[config.mk]
export PLATFORM = sky130hd
export DESIGN_NAME = acd_clock_gen
export DESIGN_NICKNAME = d
export VERILOG_FILES = /design/src/rtl/acd_pkg.sv /design/src/rtl/acd_mclk_div.sv /design/src/rtl/acd_bclk_div.sv /design/src/rtl/acd_ready_fsm.sv /design/src/rtl/acd_clock_gen.sv
export SDC_FILE = /design/constraint.sdc
export NUM_CORES = 1
export LEC_CHECK = 0
export CAP_MARGIN = 40
export CORE_ASPECT_RATIO = 0.7
export CORE_MARGIN = 2
export CORE_UTILIZATION = 58
export DETAILED_ROUTE_END_ITERATION = 7
export PLACE_DENSITY = 0.81
export REMOVE_ABC_BUFFERS = 1
export SYNTH_ARGS = -nofsm -noshare
export SYNTH_HDL_FRONTEND = slang
export SYNTH_HIERARCHICAL = 1
export SYNTH_SLANG_ARGS = --single-unit
[constraint.sdc]
create_clock -name clk_i -period 5.88 [get_ports clk_i]
set_input_delay 1.47 -clock clk_i [delete_from_list [all_inputs] [get_ports clk_i]]
set_output_delay 1.47 -clock clk_i [all_outputs]
set_load 0.005 [all_outputs]
[src/rtl/acd_pkg.sv]
package acd_pkg;

    typedef enum logic {
        MC_OFF,
        MC_RUN
    } mc_state_e;

    typedef enum logic {
        BC_OFF,
        BC_RUN
    } bc_state_e;

    typedef enum logic [1:0] {
        RDY_IDLE,
        RDY_SETTLE,
        RDY_LIVE
    } rdy_state_e;

endpackage

[src/rtl/acd_mclk_div.sv]
module acd_mclk_div
    import acd_pkg::*;
#(
    parameter int INT_W  = 16,
    parameter int FRAC_W = 16,
    parameter int LDIV_W = 8
) (
    input  logic              clk_i,
    input  logic              rst_ni,
    input  logic              run_i,
    input  logic              legacy_i,
    input  logic [INT_W-1:0]  int_i,
    input  logic [FRAC_W-1:0] frac_i,
    input  logic [LDIV_W-1:0] ldiv_i,
    output logic              mclk_o,
    output logic              tick_o,
    output logic              live_o
);
    localparam int PER_W = INT_W + 1;

    mc_state_e         st_q, st_d;
    logic [PER_W-1:0]  cnt_q, per_q, per_next;
    logic [FRAC_W-1:0] acc_q, acc_next;
    logic [FRAC_W:0]   sum;
    logic [INT_W-1:0]  int_eff;
    logic              wrap;

    // length of the next period, chosen at each boundary
    always_comb begin
        sum     = {1'b0, acc_q} + {1'b0, frac_i};
        int_eff = (int_i < INT_W'(2)) ? INT_W'(2) : int_i;
        if (legacy_i) begin
            per_next = PER_W'({ldiv_i, 1'b0}) + PER_W'(2);
            acc_next = acc_q;
        end else begin
            per_next = PER_W'(int_eff) + PER_W'(sum[FRAC_W]);
            acc_next = sum[FRAC_W-1:0];
        end
    end

    assign wrap = (st_q == MC_RUN) && (cnt_q == per_q - PER_W'(1));

    always_ff @(posedge clk_i) begin
        if (!rst_ni) st_q <= MC_OFF;
        else         st_q <= st_d;
    end

    always_comb begin
        st_d = st_q;
        unique case (st_q)
            MC_OFF: if (run_i)  st_d = MC_RUN;
            MC_RUN: if (!run_i) st_d = MC_OFF;
            default:            st_d = MC_OFF;
        endcase
    end

    always_ff @(posedge clk_i) begin
        if (!rst_ni) begin
            cnt_q <= '0;
            per_q <= '0;
            acc_q <= '0;
        end else begin
            unique case (st_q)
                MC_OFF: begin
                    cnt_q <= '0;
                    if (run_i) begin
                        per_q <= per_next;
                        acc_q <= acc_next;
                    end else begin
                        per_q <= '0;
                        acc_q <= '0;
                    end
                end
                MC_RUN: begin
                    if (!run_i) begin
                        cnt_q <= '0;
                        per_q <= '0;
                        acc_q <= '0;
                    end else if (wrap) begin
                        cnt_q <= '0;
                        per_q <= per_next;
                        acc_q <= acc_next;
                    end else begin
                        cnt_q <= cnt_q + PER_W'(1);
                    end
                end
                default: begin
                    cnt_q <= '0;
                    per_q <= '0;
                    acc_q <= '0;
                end
            endcase
        end
    end

    always_comb begin
        live_o = (st_q == MC_RUN);
        tick_o = wrap;
        mclk_o = (st_q == MC_RUN) && (cnt_q < (per_q >> 1));
    end

endmodule

[src/rtl/acd_bclk_div.sv]
module acd_bclk_div
    import acd_pkg::*;
#(
    parameter int BDIV_W = 8
) (
    input  logic              clk_i,
    input  logic              rst_ni,
    input  logic              run_i,
    input  logic              mtick_i,
    input  logic [BDIV_W-1:0] div_i,
    output logic              bclk_o,
    output logic              rise_o
);
    bc_state_e         st_q, st_d;
    logic [BDIV_W-1:0] cnt_q, lim_q;
    logic              lvl_q;
    logic              flip;

    assign flip = (st_q == BC_RUN) && run_i && mtick_i && (cnt_q == lim_q);

    always_ff @(posedge clk_i) begin
        if (!rst_ni) st_q <= BC_OFF;
        else         st_q <= st_d;
    end

    always_comb begin
        st_d = st_q;
        unique case (st_q)
            BC_OFF: if (run_i)  st_d = BC_RUN;
            BC_RUN: if (!run_i) st_d = BC_OFF;
            default:            st_d = BC_OFF;
        endcase
    end

    always_ff @(posedge clk_i) begin
        if (!rst_ni) begin
            cnt_q <= '0;
            lim_q <= '0;
            lvl_q <= 1'b0;
        end else begin
            unique case (st_q)
                BC_OFF: begin
                    cnt_q <= '0;
                    lim_q <= div_i;
                    lvl_q <= 1'b0;
                end
                BC_RUN: begin
                    if (!run_i) begin
                        cnt_q <= '0;
                        lvl_q <= 1'b0;
                    end else if (flip) begin
                        cnt_q <= '0;
                        lim_q <= div_i;
                        lvl_q <= ~lvl_q;
                    end else if (mtick_i) begin
                        cnt_q <= cnt_q + BDIV_W'(1);
                    end
                end
                default: begin
                    cnt_q <= '0;
                    lvl_q <= 1'b0;
                end
            endcase
        end
    end

    always_comb begin
        bclk_o = lvl_q;
        rise_o = flip && !lvl_q;
    end

endmodule

[src/rtl/acd_ready_fsm.sv]
module acd_ready_fsm
    import acd_pkg::*;
#(
    parameter int SETTLE_N = 4
) (
    input  logic clk_i,
    input  logic rst_ni,
    input  logic en_i,
    input  logic evt_i,
    output logic rdy_o
);
    localparam int CW = $clog2(SETTLE_N + 1);

    rdy_state_e    st_q, st_d;
    logic [CW-1:0] cnt_q;

    always_ff @(posedge clk_i) begin
        if (!rst_ni) st_q <= RDY_IDLE;
        else         st_q <= st_d;
    end

    always_comb begin
        st_d = st_q;
        unique case (st_q)
            RDY_IDLE:   if (en_i) st_d = RDY_SETTLE;
            RDY_SETTLE: begin
                if (!en_i)                                    st_d = RDY_IDLE;
                else if (evt_i && cnt_q == CW'(SETTLE_N - 1)) st_d = RDY_LIVE;
            end
            RDY_LIVE:   if (!en_i) st_d = RDY_IDLE;
            default:               st_d = RDY_IDLE;
        endcase
    end

    always_ff @(posedge clk_i) begin
        if (!rst_ni)                  cnt_q <= '0;
        else if (st_q != RDY_SETTLE)  cnt_q <= '0;
        else if (evt_i)               cnt_q <= cnt_q + CW'(1);
    end

    // flag clears combinationally with the enable
    always_comb begin
        rdy_o = (st_q == RDY_LIVE) && en_i;
    end

endmodule

[src/rtl/acd_clock_gen.sv]
module acd_clock_gen #(
    parameter int INT_W    = 16,
    parameter int FRAC_W   = 16,
    parameter int LDIV_W   = 8,
    parameter int BDIV_W   = 8,
    parameter int SETTLE_N = 4
) (
    input  logic              clk_i,
    input  logic              rst_ni,
    input  logic              legacy_i,
    input  logic [INT_W-1:0]  mclk_int_i,
    input  logic [FRAC_W-1:0] mclk_frac_i,
    input  logic [LDIV_W-1:0] mclk_legacy_div_i,
    input  logic [BDIV_W-1:0] bclk_div_i,
    input  logic              mclk_en_i,
    input  logic              master_en_i,
    output logic              mclk_o,
    output logic              mclk_tick_o,
    output logic              bclk_o,
    output logic              mclk_rdy_o,
    output logic              bclk_rdy_o
);
    logic mc_live, mc_tick, bc_rise, bc_run, bc_en;

    assign bc_en  = master_en_i && mclk_en_i;
    assign bc_run = bc_en && mc_live;

    acd_mclk_div #(
        .INT_W (INT_W),
        .FRAC_W(FRAC_W),
        .LDIV_W(LDIV_W)
    ) u_mclk (
        .clk_i   (clk_i),
        .rst_ni  (rst_ni),
        .run_i   (mclk_en_i),
        .legacy_i(legacy_i),
        .int_i   (mclk_int_i),
        .frac_i  (mclk_frac_i),
        .ldiv_i  (mclk_legacy_div_i),
        .mclk_o  (mclk_o),
        .tick_o  (mc_tick),
        .live_o  (mc_live)
    );

    acd_bclk_div #(
        .BDIV_W(BDIV_W)
    ) u_bclk (
        .clk_i  (clk_i),
        .rst_ni (rst_ni),
        .run_i  (bc_run),
        .mtick_i(mc_tick),
        .div_i  (bclk_div_i),
        .bclk_o (bclk_o),
        .rise_o (bc_rise)
    );

    acd_ready_fsm #(
        .SETTLE_N(SETTLE_N)
    ) u_mrdy (
        .clk_i (clk_i),
        .rst_ni(rst_ni),
        .en_i  (mclk_en_i),
        .evt_i (mc_tick),
        .rdy_o (mclk_rdy_o)
    );

    acd_ready_fsm #(
        .SETTLE_N(SETTLE_N)
    ) u_brdy (
        .clk_i (clk_i),
        .rst_ni(rst_ni),
        .en_i  (bc_en),
        .evt_i (bc_rise),
        .rdy_o (bclk_rdy_o)
    );

    assign mclk_tick_o = mc_tick;

endmodule

==> load_flow_metrics.sql <==
INSERT INTO impl_metrics (metric_group, metric, value, unit) VALUES
('status', 'outcome', 'finished, final reports clean', ''),
('power_and_ir_drop', 'ir_drop', '0.0001514', 'V'),
('logic_synthesis', 'share_of_the_synthesized_area_in_compound_gates_ao_oa_aoi_oai', '17.44', '%'),
('cts', 'numCtsBuffers', '9', ''),
('setup_path', 'critical_setup_path_class', 'input port to flip-flop', ''),
('grt', 'first_global_vias', '4761', ''),
('sta', 'finalClockSkew', '0.01011', 'ns'),
('logic_synthesis', 'synth_largest_area_cell', 'sky130_fd_sc_hd__dfxtp_1', ''),
('cts', 'cts_tree', 'done', ''),
('setup_path', 'critical_path_peak_fanout', '4', ''),
('logic_synthesis', 'synth_top_cells_by_area', 'sky130_fd_sc_hd__dfxtp_1 28%, sky130_fd_sc_hd__ha_1 8.9%, sky130_fd_sc_hd__xnor2_1 5.5%, sky130_fd_sc_hd__xor2_1 4.6%, sky130_fd_sc_hd__nand2_1 4.0%', ''),
('cts', 'cts_max_level', '3', ''),
('grt', 'met1_usage', '37.52', '%'),
('final_layout', 'highest_count_cells_in_the_layout_ignoring_fill_and_taps', '79 x sky130_fd_sc_hd__dfxtp_1, 61 x sky130_fd_sc_hd__nand2_1, 61 x sky130_fd_sc_hd__nor2_1, 56 x sky130_fd_sc_hd__clkdlybuf4s50_1, 41 x sky130_fd_sc_hd__ha_1', ''),
('logic_synthesis', 'synth-warning-count', '6', ''),
('sta', 'min_period_over_period', '90.68', '%'),
('grt', 'number_of_antenna_violations_at_the_first_check_in_global_routing', '0', ''),
('logic_synthesis', 'synthFlopType', 'sky130_fd_sc_hd__dfxtp_1', ''),
('sta', 'timing.final.max_slew_violations', '0', ''),
('drt', 'route.vias.total', '5264', ''),
('floorplan', 'start_util', '59.51', '%'),
('placed_design', 'dp_hpwl', '10440', 'um'),
('final_layout', 'nFillCells', '737', ''),
('logic_synthesis', 'synth.area.mux_share', '2.441', '%'),
('logic_synthesis', 'asyncSetResetFlopFracSynth', '0', '%'),
('setup_path', 'timing.reg2reg.setup_slack', '1.61', 'ns'),
('floorplan', 'die-area', '0.01072', 'mm2'),
('drt', 'finalWirelength', '14190', 'um'),
('logic_synthesis', 'netlist_instances', '689', ''),
('cts', 'clockBufferDepth', '2', ''),
('logic_synthesis', 'synth_xor_xnor_area_share', '11.49', '%'),
('final_layout', 'fin_util', '69.23', '%'),
('cts', 'holdBufCountCts', '0', ''),
('sta', 'rel_slew_slack', '43.52', '%'),
('sta', 'final_hold_violating_endpoints', '0', ''),
('logic_synthesis', 'post_synth_edffs', '0', ''),
('logic_synthesis', 'synth.cell_area', '0.005741', 'mm2'),
('setup_path', 'reg2reg_from', 'u_mclk/per_q[1]', ''),
('grt', 'top_usage_layer', 'met2', ''),
('drt', 'vias_per_cell', '6.086', ''),
('setup_path', 'setup.worst_path.end', 'u_mclk/per_q[12]', ''),
('grt', 'grt_max_degree', '34', ''),
('floorplan', 'die-height', '87.24', 'um'),
('worst_hold_path', 'hp-start', 'u_mclk/acc_q[8]', ''),
('sta', 'tns', '0', 'ns'),
('logic_synthesis', 'avgSynthCellArea', '8.332', 'um2'),
('floorplan', 'ios', '58', ''),
('cts', 'cts_root_buf', 'sky130_fd_sc_hd__clkbuf_16', ''),
('final_layout', 'nNetsFinal', '827', ''),
('placed_design', 'port_buffers', '57', ''),
('final_layout', 'area_delta_synth_final', '16.35', '%'),
('final_layout', 'layout.cells.most_common', 'sky130_fd_sc_hd__dfxtp_1', ''),
('grt', 'grt_first_pass_wirelength', '22980', 'um'),
('grt', 'groute.layer.met3.usage', '7.134', '%'),
('drt', 'drcViolationCount', '0', ''),
('grt', 'gr_layer_usage_met2', '41.29', '%'),
('cts', 'worst_setup_hold_path_clk_slew', '0.07', 'ns'),
('power_and_ir_drop', 'power_per_cell_area', '219.9', 'mW/mm2'),
('floorplan', 'core_region', '0.009647', 'mm2'),
('grt', 'grt_usage', '27.11', '%'),
('logic_synthesis', 'synth.yosys.seq_area_share', '27.55', '%'),
('logic_synthesis', 'ys_types', '68', ''),
('setup_path', 'crit_start', 'mclk_frac_i[0]', ''),
('power_and_ir_drop', 'power.static_leakage', '2.648', 'nW'),
('setup_path', 'timing.critical_path.to_type', 'flip-flop', ''),
('drt', 'dr.first_iter.drc_count', '409', ''),
('sta', 'timing.fmax', '0.1876', 'GHz'),
('sta', 'worstMarginPinSlew', '0.8354', 'ns'),
('sta', 'finalWorstPathRequiredPeriod', '5.332', 'ns'),
('setup_path', 'timing.rr.end', 'u_brdy/cnt_q[1]', ''),
('logic_synthesis', 'synth_seq_cells', '79', '');
sequential cells by signal, indices dropped and copies added (netlist names):
| register | flops |
|---|---|
| u_bclk/lim_q | 8 |
| u_bclk/st_q | 1 |
| u_mclk/per_q | 17 |
| u_mrdy/st_q | 2 |
| u_brdy/cnt_q | 3 |
| u_bclk/cnt_q | 8 |
| u_mrdy/cnt_q | 3 |
| u_mclk/acc_q | 16 |
| u_bclk/bclk_o | 1 |
| u_brdy/st_q | 2 |
| u_mclk/cnt_q | 17 |
| u_mclk/live_o | 1 |
cell families (layout without fill, tap and decap cells):
family	Yosys count	in the layout
mux	14	14
flops	79	79
buf+inv	68	116
fa+ha+maj	42	42
xor+xnor	71	71
simple gates	281	281
compound gates	134	134
worst min path at each step:
stage                      endpoint  cells after the start
floorplan            u_brdy/st_q[0]                      1
global route        u_mclk/acc_q[7]                      2
finish              u_mclk/acc_q[8]                      2
CTS                 u_mclk/acc_q[8]                      2
global placement     u_mrdy/st_q[0]                      1
detailed placement  u_mclk/acc_q[8]                      2
critical path, cell delays in order:
cell and delay (ns):
sky130_fd_sc_hd__clkdlybuf4s50_1 0.46, sky130_fd_sc_hd__ha_1 0.18, sky130_fd_sc_hd__inv_1 0.06, sky130_fd_sc_hd__fa_1 0.38, sky130_fd_sc_hd__nand2b_1 0.20, sky130_fd_sc_hd__a21oi_1 0.25
sky130_fd_sc_hd__o2111ai_1 0.18, sky130_fd_sc_hd__a31oi_1 0.35, sky130_fd_sc_hd__o211a_1 0.21, sky130_fd_sc_hd__o21a_1 0.14, sky130_fd_sc_hd__o211ai_1 0.09, sky130_fd_sc_hd__nand2_1 0.08
sky130_fd_sc_hd__ha_1 0.17, sky130_fd_sc_hd__ha_1 0.20, sky130_fd_sc_hd__nand3_1 0.16, sky130_fd_sc_hd__nor3_1 0.31, sky130_fd_sc_hd__nand2_1 0.12, sky130_fd_sc_hd__xor2_1 0.14
sky130_fd_sc_hd__or3_1 0.30, sky130_fd_sc_hd__a21boi_1 0.15
through the flow:
step                      hold slack [ns]  setup WS [ns]  cell area (um2)  instances  total power [W]
final                              0.4706         0.5483             6679        865         0.001469
after global routing               0.4911         0.2771             6679        865         0.001525
after CTS                          0.4716         0.6421             6674        864         0.001471
after detailed placement           0.4633         0.3205             6335        848        0.0008285
after global placement             0.4505         0.4791             6319        846        0.0008181
after floorplan                    0.4393          1.234             5570        658        0.0007337
Yosys cell counts, types with 6 or more instances:
cell and count:
sky130_fd_sc_hd__ha_1 41, sky130_fd_sc_hd__or4_1 9, sky130_fd_sc_hd__dfxtp_1 79, sky130_fd_sc_hd__inv_1 37
sky130_fd_sc_hd__mux2i_1 14, sky130_fd_sc_hd__a21boi_0 6, sky130_fd_sc_hd__nor2_1 61, sky130_fd_sc_hd__xnor2_1 36
sky130_fd_sc_hd__a21o_1 9, sky130_fd_sc_hd__a32oi_1 8, sky130_fd_sc_hd__xor2_1 30, sky130_fd_sc_hd__o21ai_0 27
sky130_fd_sc_hd__and3_1 26, sky130_fd_sc_hd__nand2b_1 9, sky130_fd_sc_hd__and2_1 8, sky130_fd_sc_hd__nor3_1 14
sky130_fd_sc_hd__o211ai_1 6, sky130_fd_sc_hd__a21oi_1 19, sky130_fd_sc_hd__nand3_1 37, sky130_fd_sc_hd__or3_1 9
sky130_fd_sc_hd__nand3b_1 9, sky130_fd_sc_hd__nand4_1 10, sky130_fd_sc_hd__a32o_1 10, sky130_fd_sc_hd__clkbuf_1 19
sky130_fd_sc_hd__nand2_1 61
where the power goes:
| part | switching (W) | leakage [nW] | internal [W] |
|---|---|---|---|
| Clock | 0.000228 | 0.160 | 0.000416 |
| Combinational | 0.000135 | 1.85 | 0.000121 |
| Sequential | 0.0000184 | 0.643 | 0.000551 |
| Total | 0.000381 | 2.65 | 0.00109 |
cell type report:
| cell class | instances | area [um2] | area share [%] |
|---|---|---|---|
| Tap cell | 128 | 160.2 | 2.398 |
| Clock buffer | 11 | 232.7 | 3.484 |
| Multi-Input combinational cell | 542 | 3850 | 57.64 |
| Timing Repair Buffer | 63 | 609.3 | 9.123 |
| Clock inverter | 5 | 106.4 | 1.592 |
| Sequential cell | 79 | 1582 | 23.68 |
| Inverter | 37 | 138.9 | 2.079 |
metal layers:
| layer | vias up | part of all wire, % |
|---|---|---|
| li1 | 2575 | - |
| met1 | 2458 | 47 |
| met2 | 199 | 44 |
| met3 | 32 | 7.6 |
| met4 | 0 | 1.6 |
| met5 | - | 0 |
(Power assumes the default switching activity.)
